===== src/rtl/srs_pkg.sv =====
package srs_pkg;
  typedef enum logic [1:0] {
    ST_IDLE,
    ST_SCALE,
    ST_DIVT,
    ST_DIVO
  } srs_state_e;

  localparam int unsigned SRS_RATIO_NUM   = 15625;
  localparam int unsigned SRS_RATIO_SHIFT = 4;
  localparam int unsigned SRS_OVERHEAD    = 86;
endpackage


===== src/rtl/srs_tick_scale.sv =====
module srs_tick_scale #(
  parameter int unsigned SLP_W = 24,
  parameter int unsigned TMR_W = 16,
  parameter int unsigned NUM   = 15625,
  parameter int unsigned SHIFT = 4,
  parameter int unsigned OVH   = 86,
  parameter int unsigned TOT_W = 36
) (
  input  logic [SLP_W-1:0] slp_now,
  input  logic [SLP_W-1:0] slp_saved,
  input  logic [TMR_W-1:0] tmr_saved,
  output logic [TOT_W-1:0] total
);
  localparam int unsigned EL_W   = SLP_W + 1;
  localparam int unsigned NUM_W  = $clog2(NUM + 1);
  localparam int unsigned PROD_W = EL_W + NUM_W;

  logic [EL_W-1:0]   diff;
  logic [EL_W-1:0]   elapsed;
  logic [PROD_W-1:0] prod;
  logic [PROD_W-1:0] rounded;

  // Elapsed ticks: the plain difference, or one full counter span added
  // when the counter has wrapped (or came back to the same value).
  always_comb begin
    diff = {1'b0, slp_now} - {1'b0, slp_saved};
    if (slp_now > slp_saved) elapsed = diff;
    else                     elapsed = diff + (EL_W'(1) << SLP_W);
    prod    = PROD_W'(elapsed) * PROD_W'(NUM);
    rounded = (prod + (PROD_W'(1) << (SHIFT - 1))) >> SHIFT;
    total   = TOT_W'(rounded) + TOT_W'(tmr_saved) + TOT_W'(OVH);
  end
endmodule


===== src/rtl/srs_restoring_div.sv =====
module srs_restoring_div #(
  parameter int unsigned DW = 36,
  parameter int unsigned VW = 17
) (
  input  logic          clk,
  input  logic          rst_n,
  input  logic          start,
  input  logic [DW-1:0] dividend,
  input  logic [VW-1:0] divisor,
  output logic          busy,
  output logic          done,
  output logic [DW-1:0] quot,
  output logic [VW-1:0] rem
);
  localparam int unsigned CW = $clog2(DW + 1);

  logic [DW-1:0] dq;
  logic [VW-1:0] r;
  logic [VW-1:0] dvs;
  logic [CW-1:0] cnt;
  logic [VW:0]   trial;
  logic [VW:0]   sub;
  logic          take;

  always_comb begin
    trial = {r, dq[DW-1]};
    sub   = trial - {1'b0, dvs};
    take  = (trial >= {1'b0, dvs});
  end

  always_ff @(posedge clk or negedge rst_n) begin
    if (!rst_n) begin
      dq   <= '0;
      r    <= '0;
      dvs  <= '0;
      cnt  <= '0;
      busy <= 1'b0;
      done <= 1'b0;
    end else begin
      done <= 1'b0;
      if (start) begin
        dq   <= dividend;
        dvs  <= divisor;
        r    <= '0;
        cnt  <= '0;
        busy <= 1'b1;
      end else if (busy) begin
        dq  <= {dq[DW-2:0], take};
        r   <= take ? sub[VW-1:0] : trial[VW-1:0];
        cnt <= cnt + CW'(1);
        if (cnt == CW'(DW - 1)) begin
          busy <= 1'b0;
          done <= 1'b1;
        end
      end
    end
  end

  assign quot = dq;
  assign rem  = r;

  // each finished remainder lies below the divisor it was reduced by.
  p_rem_below_divisor_r4: assert property (@(posedge clk) disable iff (!rst_n)
    done |-> (rem < dvs));

  // a new division is only launched when the unit is free.
  p_start_when_free_r8: assert property (@(posedge clk) disable iff (!rst_n)
    start |-> !busy);
endmodule


===== src/rtl/sleep_resync_calc.sv =====
module sleep_resync_calc
  import srs_pkg::*;
#(
  parameter int unsigned SLP_W = 24,
  parameter int unsigned TMR_W = 16,
  parameter int unsigned OVF_W = 24,
  parameter int unsigned NUM   = SRS_RATIO_NUM,
  parameter int unsigned SHIFT = SRS_RATIO_SHIFT,
  parameter int unsigned OVH   = SRS_OVERHEAD
) (
  input  logic             clk,
  input  logic             rst_n,
  input  logic             in_valid,
  output logic             in_ready,
  input  logic [SLP_W-1:0] slp_now,
  input  logic [SLP_W-1:0] slp_saved,
  input  logic [TMR_W-1:0] tmr_saved,
  input  logic [OVF_W-1:0] ovf_saved,
  input  logic [TMR_W-1:0] tmr_period,
  input  logic [OVF_W-1:0] ovf_period,
  output logic             out_valid,
  output logic [TMR_W-1:0] tmr_value,
  output logic [OVF_W-1:0] ovf_count
);
  localparam int unsigned NUM_W  = $clog2(NUM + 1);
  localparam int unsigned PROD_W = SLP_W + 1 + NUM_W;
  localparam int unsigned TOT_W  = PROD_W - SHIFT + 1;
  localparam int unsigned TVW    = TMR_W + 1;
  localparam int unsigned OVW    = OVF_W + 1;
  localparam int unsigned ODW    = TOT_W + 1;

  srs_state_e       state;
  logic [SLP_W-1:0] now_q, saved_q;
  logic [TMR_W-1:0] tsav_q, tper_q;
  logic [OVF_W-1:0] osav_q, oper_q;
  logic             accept;

  logic [TOT_W-1:0] total;
  logic [TVW-1:0]   t_divisor;
  logic [OVW-1:0]   o_divisor;
  logic [ODW-1:0]   o_dividend;

  logic             t_start, t_busy, t_done;
  logic [TOT_W-1:0] t_quot;
  logic [TVW-1:0]   t_rem;
  logic             o_start, o_busy, o_done;
  logic [ODW-1:0]   o_quot;
  logic [OVW-1:0]   o_rem;

  assign in_ready = (state == ST_IDLE);
  assign accept   = in_valid && in_ready;

  srs_tick_scale #(
    .SLP_W(SLP_W), .TMR_W(TMR_W), .NUM(NUM),
    .SHIFT(SHIFT), .OVH(OVH), .TOT_W(TOT_W)
  ) u_scale (
    .slp_now  (now_q),
    .slp_saved(saved_q),
    .tmr_saved(tsav_q),
    .total    (total)
  );

  // A zero period selects the full field range as divisor.
  always_comb begin
    t_divisor  = (tper_q == '0) ? (TVW'(1) << TMR_W) : TVW'(tper_q);
    o_divisor  = (oper_q == '0) ? (OVW'(1) << OVF_W) : OVW'(oper_q);
    o_dividend = ODW'(t_quot) + ODW'(osav_q);
    t_start    = (state == ST_SCALE);
    o_start    = (state == ST_DIVT) && t_done;
  end

  srs_restoring_div #(.DW(TOT_W), .VW(TVW)) u_div_tmr (
    .clk     (clk),
    .rst_n   (rst_n),
    .start   (t_start),
    .dividend(total),
    .divisor (t_divisor),
    .busy    (t_busy),
    .done    (t_done),
    .quot    (t_quot),
    .rem     (t_rem)
  );

  srs_restoring_div #(.DW(ODW), .VW(OVW)) u_div_ovf (
    .clk     (clk),
    .rst_n   (rst_n),
    .start   (o_start),
    .dividend(o_dividend),
    .divisor (o_divisor),
    .busy    (o_busy),
    .done    (o_done),
    .quot    (o_quot),
    .rem     (o_rem)
  );

  always_ff @(posedge clk or negedge rst_n) begin
    if (!rst_n) begin
      state     <= ST_IDLE;
      now_q     <= '0;
      saved_q   <= '0;
      tsav_q    <= '0;
      tper_q    <= '0;
      osav_q    <= '0;
      oper_q    <= '0;
      out_valid <= 1'b0;
      tmr_value <= '0;
      ovf_count <= '0;
    end else begin
      out_valid <= 1'b0;
      unique case (state)
        ST_IDLE: if (accept) begin
          now_q   <= slp_now;
          saved_q <= slp_saved;
          tsav_q  <= tmr_saved;
          tper_q  <= tmr_period;
          osav_q  <= ovf_saved;
          oper_q  <= ovf_period;
          state   <= ST_SCALE;
        end
        ST_SCALE: state <= ST_DIVT;
        ST_DIVT:  if (t_done) state <= ST_DIVO;
        ST_DIVO:  if (o_done) begin
          tmr_value <= t_rem[TMR_W-1:0];
          ovf_count <= o_rem[OVF_W-1:0];
          out_valid <= 1'b1;
          state     <= ST_IDLE;
        end
        default: state <= ST_IDLE;
      endcase
    end
  end

  // no beat is taken while either divider is working.
  p_not_ready_busy_r8: assert property (@(posedge clk) disable iff (!rst_n)
    (t_busy || o_busy) |-> !in_ready);

  // the result strobe lasts one cycle.
  p_out_pulse_r9: assert property (@(posedge clk) disable iff (!rst_n)
    out_valid |=> !out_valid);

  // results hold outside the strobe.
  p_hold_tmr_r9: assert property (@(posedge clk) disable iff (!rst_n)
    !out_valid |-> ($stable(tmr_value) && $stable(ovf_count)));

  // the timer result lies below a nonzero period.
  p_tmr_below_period_r4: assert property (@(posedge clk) disable iff (!rst_n)
    (out_valid && tper_q != '0) |-> (tmr_value < tper_q));

  // the overflow result lies below a nonzero overflow period.
  p_ovf_below_period_r6: assert property (@(posedge clk) disable iff (!rst_n)
    (out_valid && oper_q != '0) |-> (ovf_count < oper_q));
endmodule


===== config.mk =====
export PLATFORM = sky130hd
export DESIGN_NAME = sleep_resync_calc
export DESIGN_NICKNAME = d
export VERILOG_FILES = /design/src/rtl/srs_pkg.sv /design/src/rtl/srs_tick_scale.sv /design/src/rtl/srs_restoring_div.sv /design/src/rtl/sleep_resync_calc.sv
export SDC_FILE = /design/constraint.sdc
export NUM_CORES = 1
export LEC_CHECK = 0
export CORE_MARGIN = 2
export CORE_UTILIZATION = 30
export DETAILED_ROUTE_END_ITERATION = 7
export PLACE_DENSITY_LB_ADDON = 0.12
export SLEW_MARGIN = 20
export SYNTH_ARGS = -nofsm -noshare
export SYNTH_HDL_FRONTEND = slang
export SYNTH_HIERARCHICAL = 1
export SYNTH_SLANG_ARGS = --single-unit

===== constraint.sdc =====
create_clock -name clk -period 19.7 [get_ports clk]
set_input_delay 4.925 -clock clk [delete_from_list [all_inputs] [get_ports clk]]
set_output_delay 4.925 -clock clk [all_outputs]
set_load 0.1 [all_outputs]

==> summary by stage <==
STA
The number of hold violations in the final report is 0. For the final routed database, the setup TNS stands at 0 ns. Headroom to the max-slew limit came out at 0.266. Setup violations remaining at the end of the flow were counted as 0. The final count of pins violating max slew is 0. Subtracting the final worst setup slack from the clock period gives 9.54 ns. Setup repair after global routing left no endpoint under its margin. The maximum operating frequency is 105 MHz. For the pin with the worst max-slew slack, the measured transition is 1.10 ns. Dividing the final minimum period by the clock period gives 0.484. On the final layout, the worst clock skew is 0.0212 ns.

Clocking
The post-cts repair resize count is 0. The number of setup buffers added after CTS is 0. The tree built by TritonCTS fans out to 344 sinks.

The maximum clock insertion buffer count is 3. CTS placed an instance of sky130_fd_sc_hd__clkbuf_16 at the clock tree root. TritonCTS built the clock tree. The clock input transition at the sequential cells of the worst setup and hold paths is 0.05 ns. The number of hold buffers added after cts is 0. The maximum level of the CTS H-tree is 2.

The insertion delay to the later sink of the worst-skew pair is 0.60 ns. The total clock buffers created by CTS is 44.

Yosys
The most common flop cell mapped by yosys is sky130_fd_sc_hd__dfrtp_1. Sorting the synthesized cells by how often they occur yields 344 x sky130_fd_sc_hd__dfrtp_1, 300 x sky130_fd_sc_hd__inv_1, 253 x sky130_fd_sc_hd__ha_1. The Yosys warning count is 6. Synthesis instantiated around 110 different standard cells from the library. Counting flops with a built-in enable in the synthesized netlist gives 0. The synthesized net count is 3303. For this run, the register share of the synthesized area comes to 0.319. The area share of the largest cell type after synthesis is 0.319. Ranked by total cell area, the synthesized netlist is headed by sky130_fd_sc_hd__dfrtp_1 32%, sky130_fd_sc_hd__ha_1 12%, sky130_fd_sc_hd__fa_1 7.1%, sky130_fd_sc_hd__mux2_2 7.1%, sky130_fd_sc_hd__inv_1 4.2%. sky130_fd_sc_hd__dfrtp_1 takes more of the synthesized area than any other cell.

Counting flops and latches in the post-synthesis netlist gives 344. The post-synthesis instance area is approximately 27000 µm². The most common cell in the netlist is sky130_fd_sc_hd__dfrtp_1. Each instance of the synthesized netlist takes up on average 9.55 µm². Synthesis produced a netlist whose cell count is 2823. Counting flops with an async set or reset pin after synthesis yields a share of 1.00.

Critical path
The cell at the slowest stage of the critical path is sky130_fd_sc_hd__xor2_1. The kind of cell with the highest combined delay on the critical path is adder cells. STA classifies the critical path endpoint as a register. By startpoint and endpoint, the worst setup path is classified as register to register. The critical path required time is just over 20 ns.

The startpoint type of the worst setup path is a register. The critical path buffer and inverter count is 6. By instance count, the cell type seen most on the critical path is sky130_fd_sc_hd__inv_1.

Of all nets on the critical path, the largest fanout is 8. The arrival time of data at the critical path endpoint is about 10 ns. In this design, the stage delay of the slowest critical-path cell is 0.66 ns.

Global routing
The largest net degree at the start of global routing is 102. The overall overflow remaining after global route is 0. The number of antenna violations at the first check in global routing is 3. The number of global-route vias before repair was 20600. Across every metal layer, demand over resource in global routing totals 0.151.

The wire length of the first global-routing pass is ~110000 µm.

Final layout
The share of the core filled with cells in the final layout is 0.352. The proportion of layout cells with a drive suffix above 1 is 0.109. Relative to the synthesized area, the layout overhead comes to 15.7%.

The final-stage net count is about 3400.

Die
In this run the core area contains between 100 and 150 standard-cell rows. The boundary pin count is 173. The width of the die is between 300 and 400 µm. The core outline area is 88600 µm². The initial standard-cell utilization of the core is 0.304. The die height is 304 µm. The full die area is 92300 µm².

Flow run
The tool flagged a number of max-cap violations equal to 0.

Routing
The first-pass iteration count of the detailed router is 5. The detailed-route DRC error count is 0. The count of nets left with antenna violations once routing finished came out at 0. The routed wire length is 70000 µm. The detailed router finished its first iteration with 803 violations. The detail-routed net length per standard cell is roughly 17 µm.

Using the TritonRoute via totals, the vias-per-cell ratio works out to approximately 4.8. Across all layers, the routed design uses roughly 20000 vias.

Place
Routability-driven placement finished with a final weighted congestion of 0.851. The count of input and output buffers is approximately 170. The HPWL after detailed placement is 55200 µm.

Worst hold path
The class of the most critical hold timing path is register to register.

Status
The flow ran to the end, and the final reports show no timing, DRC or antenna violations.
final cells by class:
type | count | area [µm²]
sequential | 344 | 8620
multi-input combinational | 2032 | 16600
tap | 1165 | 1460
clock buffer | 65 | 1310
fill | 9027 | 57500
inverter | 301 | 1130
antenna | 2 | 5.00
timing repair buffer | 184 | 1820
clock inverter | 15 | 221
cell usage in the layout (no fill, tap or decap), drive strengths merged, types with 24 or more instances in the layout:
cell type / count
a211oi: 32
a21o: 37
a21oi: 149
and3: 26
clkbuf: 65
clkdlybuf4s50: 171
dfrtp: 344
fa: 96
ha: 253
inv: 304
mux2: 171
mux2i: 91
nand2: 240
nand3: 43
nand4: 24
nor2: 134
nor3: 34
o21a: 25
o21ai: 206
xnor2: 111
xor2: 64
final timing paths:
kind                       depth (start not counted)                  to          start  slack [ns]
max                                               38  u_div_tmr/quot[32]     saved_q[1]       10.16
min reg2reg                                        1       ovf_count[14]  ovf_count[14]        0.50
min in group asynchronous                          1        tmr_value[9]          rst_n        4.37
max reg2reg                                       38  u_div_tmr/quot[32]     saved_q[1]       10.16
max in group asynchronous                          3      u_div_tmr/busy          rst_n       12.91
min                                                1       ovf_count[14]  ovf_count[14]        0.50
layer usage:
metal	up-vias	GRT usage	routed length, µm
li1	9924	-	-
met1	9528	0.189	31000
met2	322	0.269	34600
met3	104	0.0216	2320
met4	2	0.0480	2040
met5	-	0	7
worst reg2reg max path, delay by kind of cell, from the launching register on:
| family | cells | cell delay (ns) |
|---|---|---|
| flip-flops | 1 | 0.39 |
| AND/OR/NAND/NOR | 9 | 1.39 |
| adder cells (fa/ha/maj) | 9 | 3.59 |
| AO/OA/AOI/OAI | 11 | 2.57 |
| XOR/XNOR | 3 | 1.01 |
| buffers and inverters | 6 | 0.50 |
through the flow:
| step | setup slack (ns) | std cells | area [µm²] | hold slack (ns) |
|---|---|---|---|---|
| after floorplan | 11.33 | 2823 | 27000 | 0.479 |
| after global placement | 10.22 | 4026 | 29600 | 0.491 |
| after detailed placement | 10.13 | 4026 | 29600 | 0.492 |
| after CTS | 10.10 | 4106 | 31200 | 0.505 |
| after global routing | 9.51 | 4106 | 31200 | 0.521 |
| final | 10.16 | 4108 | 31200 | 0.500 |
cells by family (layout without fill, tap and decap cells):
| kind of cell | Yosys count | in the layout | share of synthesized area |
|---|---|---|---|
| buffers and inverters | 447 | 565 | 0.0654 |
| AOI/OAI and AO/OA | 605 | 605 | 0.147 |
| adders and majority gates | 354 | 354 | 0.191 |
| muxes | 262 | 262 | 0.105 |
| xor gates and xnor gates | 175 | 175 | 0.0571 |
| and+or+nand+nor | 636 | 636 | 0.115 |
| other | 0 | 2 | 0 |
| DFF | 344 | 344 | 0.319 |
sequential cells by signal, summed over array words and instances, names as in the netlist, 17 cells and up:
register	cells
u_div_ovf/quot	37
u_div_ovf/rem	25
osav_q	24
u_div_tmr/rem	17
ovf_count	24
u_div_tmr/quot	36
u_div_ovf/dvs	25
now_q	24
saved_q	24
oper_q	24
u_div_tmr/dvs	17
Power is not shown: default switching activity piles up to over one toggle a cycle in this logic, so the estimate is an artifact.
